`src/rtl/rtc_tick_pkg.sv`:
```
package rtc_tick_pkg;

   typedef enum logic [2:0] {
      DM_FAST   = 3'd0,
      DM_MID    = 3'd1,
      DM_SLOW   = 3'd2,
      DM_HOLD   = 3'd3,
      DM_FREEZE = 3'd4
   } div_mode_e;

   function automatic div_mode_e decode_sel(input logic [2:0] code);
      div_mode_e m;
      case (code)
         3'b000:         m = DM_FAST;
         3'b001:         m = DM_MID;
         3'b010:         m = DM_SLOW;
         3'b110, 3'b111: m = DM_HOLD;
         default:        m = DM_FREEZE;
      endcase
      return m;
   endfunction

   function automatic logic mode_runs(input div_mode_e m);
      return (m == DM_FAST) || (m == DM_MID) || (m == DM_SLOW);
   endfunction

endpackage

```
`src/rtl/rtc_div_decode.sv`:
```
module rtc_div_decode
   import rtc_tick_pkg::*;
#(
   parameter int PRE_FAST = 128,
   parameter int PRE_MID  = 32,
   parameter int PRE_SLOW = 1,
   parameter int PRE_W    = 7
) (
   input  logic [2:0]       div_sel,
   output logic             run,
   output logic             hold,
   output logic [PRE_W-1:0] pre_lim
);

   localparam logic [PRE_W-1:0] LIM_FAST = PRE_W'(PRE_FAST - 1);
   localparam logic [PRE_W-1:0] LIM_MID  = PRE_W'(PRE_MID - 1);
   localparam logic [PRE_W-1:0] LIM_SLOW = PRE_W'(PRE_SLOW - 1);

   div_mode_e mode;

   always_comb begin
      mode = decode_sel(div_sel);
      run  = mode_runs(mode);
      hold = (mode == DM_HOLD);
      case (mode)
         DM_FAST: pre_lim = LIM_FAST;
         DM_MID:  pre_lim = LIM_MID;
         default: pre_lim = LIM_SLOW;
      endcase
   end

endmodule

```
`src/rtl/rtc_div_chain.sv`:
```
module rtc_div_chain #(
   parameter int PRE_FAST    = 128,
   parameter int PRE_W       = 7,
   parameter int SEC_BASE    = 32768,
   parameter int LEAD_BASE   = 8,
   parameter int WINDOW_BASE = 66
) (
   input  logic             clk,
   input  logic             por_n,
   input  logic             run,
   input  logic             hold,
   input  logic [PRE_W-1:0] pre_lim,
   output logic             tick_rise,
   output logic             tick_upd,
   output logic             tick_fall
);

   localparam int SEC_W = (SEC_BASE > 1) ? $clog2(SEC_BASE) : 1;
   localparam logic [SEC_W-1:0] SEC_LAST = SEC_W'(SEC_BASE - 1);
   localparam logic [SEC_W-1:0] SEC_RISE = SEC_W'(SEC_BASE - LEAD_BASE - 1);
   localparam logic [SEC_W-1:0] SEC_FALL = SEC_W'(WINDOW_BASE - 1);

   logic             base_tick;
   logic [SEC_W-1:0] sec_q;

   generate
      if (PRE_FAST > 1) begin : g_pre
         logic [PRE_W-1:0] pre_q;
         assign base_tick = run && (pre_q >= pre_lim);
         always_ff @(posedge clk or negedge por_n) begin
            if (!por_n)          pre_q <= '0;
            else if (hold)       pre_q <= '0;
            else if (base_tick)  pre_q <= '0;
            else if (run)        pre_q <= pre_q + 1'b1;
         end
      end else begin : g_nopre
         logic unused_lim;
         assign unused_lim = ^pre_lim;
         assign base_tick  = run;
      end
   endgenerate

   always_ff @(posedge clk or negedge por_n) begin
      if (!por_n)         sec_q <= '0;
      else if (hold)      sec_q <= '0;
      else if (base_tick) sec_q <= (sec_q == SEC_LAST) ? '0 : sec_q + 1'b1;
   end

   assign tick_upd  = base_tick && (sec_q == SEC_LAST);
   assign tick_rise = base_tick && (sec_q == SEC_RISE);
   assign tick_fall = base_tick && (sec_q == SEC_FALL);

endmodule

```
`src/rtl/rtc_uip_seq.sv`:
```
module rtc_uip_seq (
   input  logic clk,
   input  logic por_n,
   input  logic set_upd,
   input  logic hold,
   input  logic tick_rise,
   input  logic tick_upd,
   input  logic tick_fall,
   output logic uip,
   output logic upd_stb
);

   always_ff @(posedge clk or negedge por_n) begin
      if (!por_n) begin
         uip     <= 1'b0;
         upd_stb <= 1'b0;
      end else begin
         upd_stb <= 1'b0;
         if (set_upd || hold)       uip <= 1'b0;
         else if (tick_upd && uip)  upd_stb <= 1'b1;
         else if (tick_rise)        uip <= 1'b1;
         else if (tick_fall)        uip <= 1'b0;
      end
   end

endmodule

```
`src/rtl/rtc_tick_ctrl.sv`:
```
module rtc_tick_ctrl #(
   parameter int PRE_FAST    = 128,
   parameter int PRE_MID     = 32,
   parameter int PRE_SLOW    = 1,
   parameter int SEC_BASE    = 32768,
   parameter int LEAD_BASE   = 8,
   parameter int WINDOW_BASE = 66
) (
   input  logic       osc_clk,
   input  logic       por_n,
   input  logic [2:0] div_sel,
   input  logic       set_upd,
   output logic       upd_stb,
   output logic       uip,
   output logic       div_held
);

   localparam int PRE_W = (PRE_FAST > 1) ? $clog2(PRE_FAST) : 1;

   generate
      if (PRE_SLOW < 1 || PRE_MID < PRE_SLOW || PRE_FAST < PRE_MID) begin : g_bad_pre
         $error("prescale counts must satisfy 1 <= PRE_SLOW <= PRE_MID <= PRE_FAST");
      end
      if (LEAD_BASE < 1 || WINDOW_BASE < 1) begin : g_bad_win
         $error("lead and window counts must be at least 1");
      end
      if (WINDOW_BASE + LEAD_BASE >= SEC_BASE) begin : g_bad_sec
         $error("lead plus window must be shorter than one second");
      end
   endgenerate

   logic             run, hold;
   logic [PRE_W-1:0] pre_lim;
   logic             tick_rise, tick_upd, tick_fall;

   rtc_div_decode #(
      .PRE_FAST(PRE_FAST), .PRE_MID(PRE_MID), .PRE_SLOW(PRE_SLOW), .PRE_W(PRE_W)
   ) dec_i (
      .div_sel(div_sel), .run(run), .hold(hold), .pre_lim(pre_lim)
   );

   rtc_div_chain #(
      .PRE_FAST(PRE_FAST), .PRE_W(PRE_W), .SEC_BASE(SEC_BASE),
      .LEAD_BASE(LEAD_BASE), .WINDOW_BASE(WINDOW_BASE)
   ) chain_i (
      .clk(osc_clk), .por_n(por_n), .run(run), .hold(hold), .pre_lim(pre_lim),
      .tick_rise(tick_rise), .tick_upd(tick_upd), .tick_fall(tick_fall)
   );

   rtc_uip_seq seq_i (
      .clk(osc_clk), .por_n(por_n), .set_upd(set_upd), .hold(hold),
      .tick_rise(tick_rise), .tick_upd(tick_upd), .tick_fall(tick_fall),
      .uip(uip), .upd_stb(upd_stb)
   );

   assign div_held = hold;

endmodule

```
`config.mk`:
```
export PLATFORM = sky130hd
export DESIGN_NAME = rtc_tick_ctrl
export DESIGN_NICKNAME = d
export VERILOG_FILES = /design/src/rtl/rtc_tick_pkg.sv /design/src/rtl/rtc_div_decode.sv /design/src/rtl/rtc_div_chain.sv /design/src/rtl/rtc_uip_seq.sv /design/src/rtl/rtc_tick_ctrl.sv
export SDC_FILE = /design/constraint.sdc
export NUM_CORES = 1
export LEC_CHECK = 0
export ABC_AREA = 1
export CAP_MARGIN = 20
export CORE_ASPECT_RATIO = 0.9
export CORE_MARGIN = 2
export CORE_UTILIZATION = 35
export DETAILED_ROUTE_END_ITERATION = 7
export DONT_BUFFER_PORTS = 1
export PLACE_DENSITY = 0.48
export SKIP_CTS_REPAIR_TIMING = 1
export SLEW_MARGIN = 25
export SYNTH_ARGS = -nofsm -noshare
export SYNTH_HDL_FRONTEND = slang
export SYNTH_SLANG_ARGS = --single-unit
export TNS_END_PERCENT = 100
```
`constraint.sdc`:
```
create_clock -name osc_clk -period 1.68 [get_ports osc_clk]
set_input_delay 0.084 -clock osc_clk [delete_from_list [all_inputs] [get_ports osc_clk]]
set_output_delay 0.084 -clock osc_clk [all_outputs]
set_load 0.01 [all_outputs]
```
# Word level (Yosys, flattened, before mapping)

Cells that the tools add are included.

Input port bits: 6
Word-level logic and storage cells: 47
Register bits: 24
Memories: 0
Memory bits (writable): 0
Bits in read-only memories: 0
Bits in latches: 0

Multipliers: 0
Reductions and logical operators: 15
Eq/ne operators: 11
Shift operators: 0
Add/sub/neg operators: 2
Bitwise logic cells: 0
Order comparisons: 1
Muxes and demuxes: 14
Divide/modulo/power cells: 0

Operators with widths:

| cell                                                                    | number |
|---|---|
| 15-bit two-way mux                                                      | 3 |
| 15-bit equality test (second input constant)                            | 2 |
| 7-bit two-way mux                                                       | 3 |
| 15-bit by 1-bit adder with 15-bit output (second input constant)        | 1 |
| 15-bit by 7-bit equality test with 1-bit output (second input constant) | 1 |
| 7-bit one-hot mux with 2 select lines                                   | 1 |
| 3-bit one-hot mux with 4 select lines                                   | 1 |
| 3-bit by 2-bit equality test with 1-bit output (second input constant)  | 3 |
| 7-bit by 1-bit adder with 7-bit output (second input constant)          | 1 |
| 7-bit >= comparator                                                     | 1 |
| 3-bit by 1-bit equality test with 1-bit output (second input constant)  | 2 |
| 3-bit equality test (second input constant)                             | 2 |
| 3-bit zero test                                                         | 2 |
| 1-bit two-way mux                                                       | 6 |
| 3-bit nonzero test                                                      | 2 |
| 1-bit logical AND                                                       | 5 |
| 1-bit logical OR                                                        | 3 |
| 2-bit by 1-bit != test with 1-bit output (second input constant)        | 1 |
| 2-bit AND reduction                                                     | 1 |
| 2-bit nonzero test                                                      | 1 |
| 2-bit OR reduction                                                      | 1 |

# Depth between registers and ports, before layout

Depth in word-level cells: 12
Depth in mapped cells: 14

# Hierarchy

From an unflattened synthesis, not the netlist that was laid out.

Cell total of the unflattened synthesis: 271
Area total of the unflattened synthesis: 1893.1 sq um

Modules (own cells, without submodules):

| module         | times used | cells an instance | area each (sq um) | seq. area each (sq um) |
|---|---|---|---|---|
| rtc_div_chain  | 1          | 245               | 1729.2            | 550.5 |
| rtc_uip_seq    | 1          | 13                | 92.6              | 50.0 |
| rtc_div_decode | 1          | 13                | 71.3              | 0.0 |

# Worst setup path before layout

OpenSTA, ideal clock, no wires.

Path kind: input to register
Start: input div_sel[1]
End: register chain_i.sec_q[10]
Data required time: 1.563 ns
Path slack: 0.057 ns
Data arrival time: 1.505 ns
Stages: 14
Path buffers: 1
Setup time: 0.117 ns
Cells stage by stage: inv_1 nand3_2 nand2_2 inv_1 ha_1 a21oi_1 nand2_1 nand2_1 nand3_1 nand2_2 nand2_1 buf_4 nand2_1 o21ai_2

Word-level cells in the longest chain between the ends: 8

Ends and longest elaborated chain:

| item                                                                                     | line                                     | RTL |
|---|---|---|
| start, declared                                                                          | rtc_tick_ctrl.sv:11                      | `input logic [2:0] div_sel,` |
| 3-bit equality test                                                                      | rtc_tick_pkg.sv:13                       | `case (code)` |
| 2-bit OR reduction                                                                       | rtc_tick_pkg.sv:13                       |  |
| 3-bit one-hot mux with 4 select lines (*)                                                | rtc_tick_pkg.sv:13                       |  |
| 3-bit by 1-bit equality test with 1-bit output / 3-bit zero test (equally long branches) | rtc_tick_pkg.sv:24, rtc_div_decode.sv:25 |  |
| 7-bit one-hot mux with 2 select lines / 1-bit logical OR (equally long branches)         | rtc_div_decode.sv:25, rtc_tick_pkg.sv:24 |  |
| 7-bit >= comparator / 1-bit logical OR (equally long branches)                           | rtc_div_chain.sv:29, rtc_tick_pkg.sv:24  |  |
| 1-bit logical AND                                                                        | rtc_div_chain.sv:29                      | `assign base_tick = run && (pre_q >= pre_lim);` |
| 2-bit nonzero test (no line)                                                             | --                                       |  |
| end signal, assigned                                                                     | rtc_div_chain.sv:46                      | `else if (base_tick) sec_q <= (sec_q == SEC_LAST) ? '0 : sec_q + 1'b1;` |
| end, declared                                                                            | rtc_div_chain.sv:24                      | `logic [SEC_W-1:0] sec_q;` |

Every way passes the cells marked *; elsewhere a longest branch is shown, timed or not.
A chain may end at the register's enable or synchronous reset.

# Worst setup path in the final report

Start: register chain_i.g_pre.pre_q[6]
End: register chain_i.sec_q[3]

Word-level cells in the longest chain between the ends: 3

Ends and longest elaborated chain:

| item                         | line                | RTL |
|---|---|---|
| start, declared              | rtc_div_chain.sv:28 | `logic [PRE_W-1:0] pre_q;` |
| start signal, assigned       | rtc_div_chain.sv:34 | `else if (run) pre_q <= pre_q + 1'b1;` |
| 7-bit >= comparator          | rtc_div_chain.sv:29 |  |
| 1-bit logical AND            | rtc_div_chain.sv:29 |  |
| 2-bit nonzero test (no line) | --                  |  |

Every way passes these cells.

==> results.ini <==
[global_routing]
grt_pass1_vias = 1578
grt_pass1_wl_um = 7970
top_usage_layer = met1
grt-ovfl-total = 0
track_usage_pct = 17.4
grt_util_met3_pct = 3.40
use_met2_pct = 23.0
grtUsageMet1_pct = 28.9
antenna_found_initial = 0
grt_max_degree = 25

[worst_setup_path]
worst_setup_path_start_kind = register
cp_max_fo = 5
startpoint = chain_i.g_pre.pre_q[6]
reg2reg_to = chain_i.sec_q[3]
r2r_setup_slack_ps = -30
regToRegStartpoint = chain_i.g_pre.pre_q[6]
reg2reg_depth = 10
end_kind = register
crit_arrival_ps = 1870
worstPathRequired_ps = 1840
worst-setup-path-type = register to register
crit_path_end = chain_i.sec_q[3]

[sta]
slew_headroom_pct = 69.7
slew_violations = 0
hold_viol_final = 0
post-route-period-util_pct = 102
fmax_ghz = 0.585
worstMarginPinSlew_ps = 454
rsz0062_at_grt = yes
fin_tns_setup_ps = -170
fin_ws_ps = -29.0
min_period_ps = 1710
skew_ps = 7.03
finalSetupViolCount = 12

[placed_design]
pre_cts_ws_ps = -117
gp_congestion = 0.887
dp.cells = 361
hpwlAfterDp_um = 3660
port_buffers = 0

[cts]
cts-root-buf = clkbuf_8
clkLatencyLatePin_ps = 280
tritoncts = built
cts_buffer_depth = 2
cts_buffers = 3
cts.sinks = 24
htreeDepth = 1
clk_pin_slew_ps = 100

[cells_and_area]
fin_cells = 378
diodes = 0
final_nets = 328
area_growth_pct = 30.6
drive_above_1_share_pct = 25.4
post-route-util_pct = 47.3
layout_commonest_cell = nand2_1
layout_common_cells = 82 x nand2_1, 35 x inv_1, 29 x nor2_1, 25 x nand3_1, 24 x dfrtp_1
fill_cells = 537

[drt]
vias_per_cell = 4.84
dr.pass1.iters = 4
vias = 1828
drcViolationCount = 0
drt_wl_total_um = 5220
wire_per_inst_um = 13.8
drtIter0Drc = 137
final_antenna_net_count = 0

[power_and_ir_drop]
powerDensity_nw_per_um2 = 885
leakage_nw = 1.25
p_total_mw = 2.20
ir_drop_mv = 0.581

[die]
start_util_pct = 36.2
core_area_um2 = 5260
ioPinCount = 9
fp.dieArea_um2 = 6050
die_h_um = 74.0
die_w_um = 81.8
num_rows = 25

[logic_synthesis]
ys_types = 26
syn_area_per_cell_um2 = 6.78
ys_warn_count = 0
seq_area_frac_synth_pct = 31.5
yosys_register_bits = 24
netlist_area_um2 = 1900
netlist_instances = 281
synth_fp_nets = 297

[flow_run]
cap_viol_max_count = 0

[run_status]
violations = setup timing
outcome = finished, violations left

[min_path]
hp-class = input pin to register

==> report_power, final <==
part | internal (mW) | switching (mW)
sequential | 0.676 | 0.134
combinational | 0.466 | 0.505
clock | 0.210 | 0.207
total | 1.35 | 0.846
==> final cells by class <==
| type | count | area (um^2) | share of cell area (%) |
|---|---|---|---|
| clock buffers | 4 | 55.1 | 2.21 |
| inverters | 37 | 145 | 5.84 |
| multi-input cells | 215 | 1270 | 51.2 |
| flip-flops and latches | 24 | 601 | 24.2 |
| well taps | 67 | 83.8 | 3.37 |
| repair buffers | 31 | 329 | 13.2 |
==> Yosys cell counts <==
library cell / number / share of area, %
a21oi_1: 4 / 1.1
and2_0: 1 / 0.33
buf_4: 4 / 1.6
clkbuf_1: 1 / 0.20
dfrtp_1: 24 / 32
ha_1: 10 / 6.6
inv_1: 36 / 7.1
inv_4: 1 / 0.33
nand2_1: 84 / 17
nand2_2: 10 / 3.3
nand2_4: 1 / 0.59
nand3_1: 30 / 7.9
nand3_2: 2 / 1.1
nand3b_1: 1 / 0.39
nand4_1: 9 / 3.0
nor2_1: 31 / 6.1
nor2_2: 4 / 1.3
nor2_4: 4 / 2.4
nor2_8: 1 / 1.1
nor3_1: 7 / 1.8
nor3_2: 3 / 1.6
nor3b_1: 1 / 0.39
o21ai_0: 1 / 0.26
o21ai_1: 7 / 1.8
o21ai_2: 1 / 0.46
xor2_1: 3 / 1.4
==> worst max-delay path, cell delays in order (launching register included) <==
cell and delay (ps):
dfrtp_1 420, ha_4 250, nand2_2 70, inv_1 60
a21oi_2 160, nand3_2 100, nand2_4 120, nand2_4 100
clkbuf_16 200, nand2_1 50, o21ai_1 50
==> worst min path at each step <==
stage | startpoint | to | slack [ps] | depth (start not counted)
final | set_upd | seq_i.upd_stb | 50 | 3
after global routing | set_upd | seq_i.upd_stb | 50 | 3
after CTS | por_n | chain_i.g_pre.pre_q[5] | -520 | 0
after detailed placement | por_n | chain_i.g_pre.pre_q[1] | -210 | 0
after global placement | por_n | chain_i.g_pre.pre_q[1] | -210 | 0
after floorplan | por_n | chain_i.g_pre.pre_q[0] | -210 | 0
==> registers in the layout (all words and copies together), names as in the netlist <==
name                 count
seq_i.uip                1
chain_i.g_pre.pre_q      7
seq_i.upd_stb            1
chain_i.sec_q           15
==> metrics by stage <==
stage	area [um^2]	hold slack, ps
3_3_place_gp	2110	-210
3_5_place_dp	2110	-210
2_1_floorplan	1900	-212
5_1_grt	2490	50.9
4_1_cts	2170	-520
6_report	2490	50.6
==> routing by layer <==
metal  vias up  share of wire, %
li1        955                 -
met1       843                54
met2        28                42
met3         2               3.4
met4         0              0.42
met5         -                 0
==> logic make-up after synthesis <==
kind of cell,count (synthesis),synth area share [%]
buffers and inverters,42,9.20
DFF,24,31.5
xor gates and xnor gates,3,1.38
adders and majority gates,10,6.57
and+or+nand+nor,189,47.7
AOI/OAI and AO/OA,13,3.61
Power figures use the tool's default switching activity.
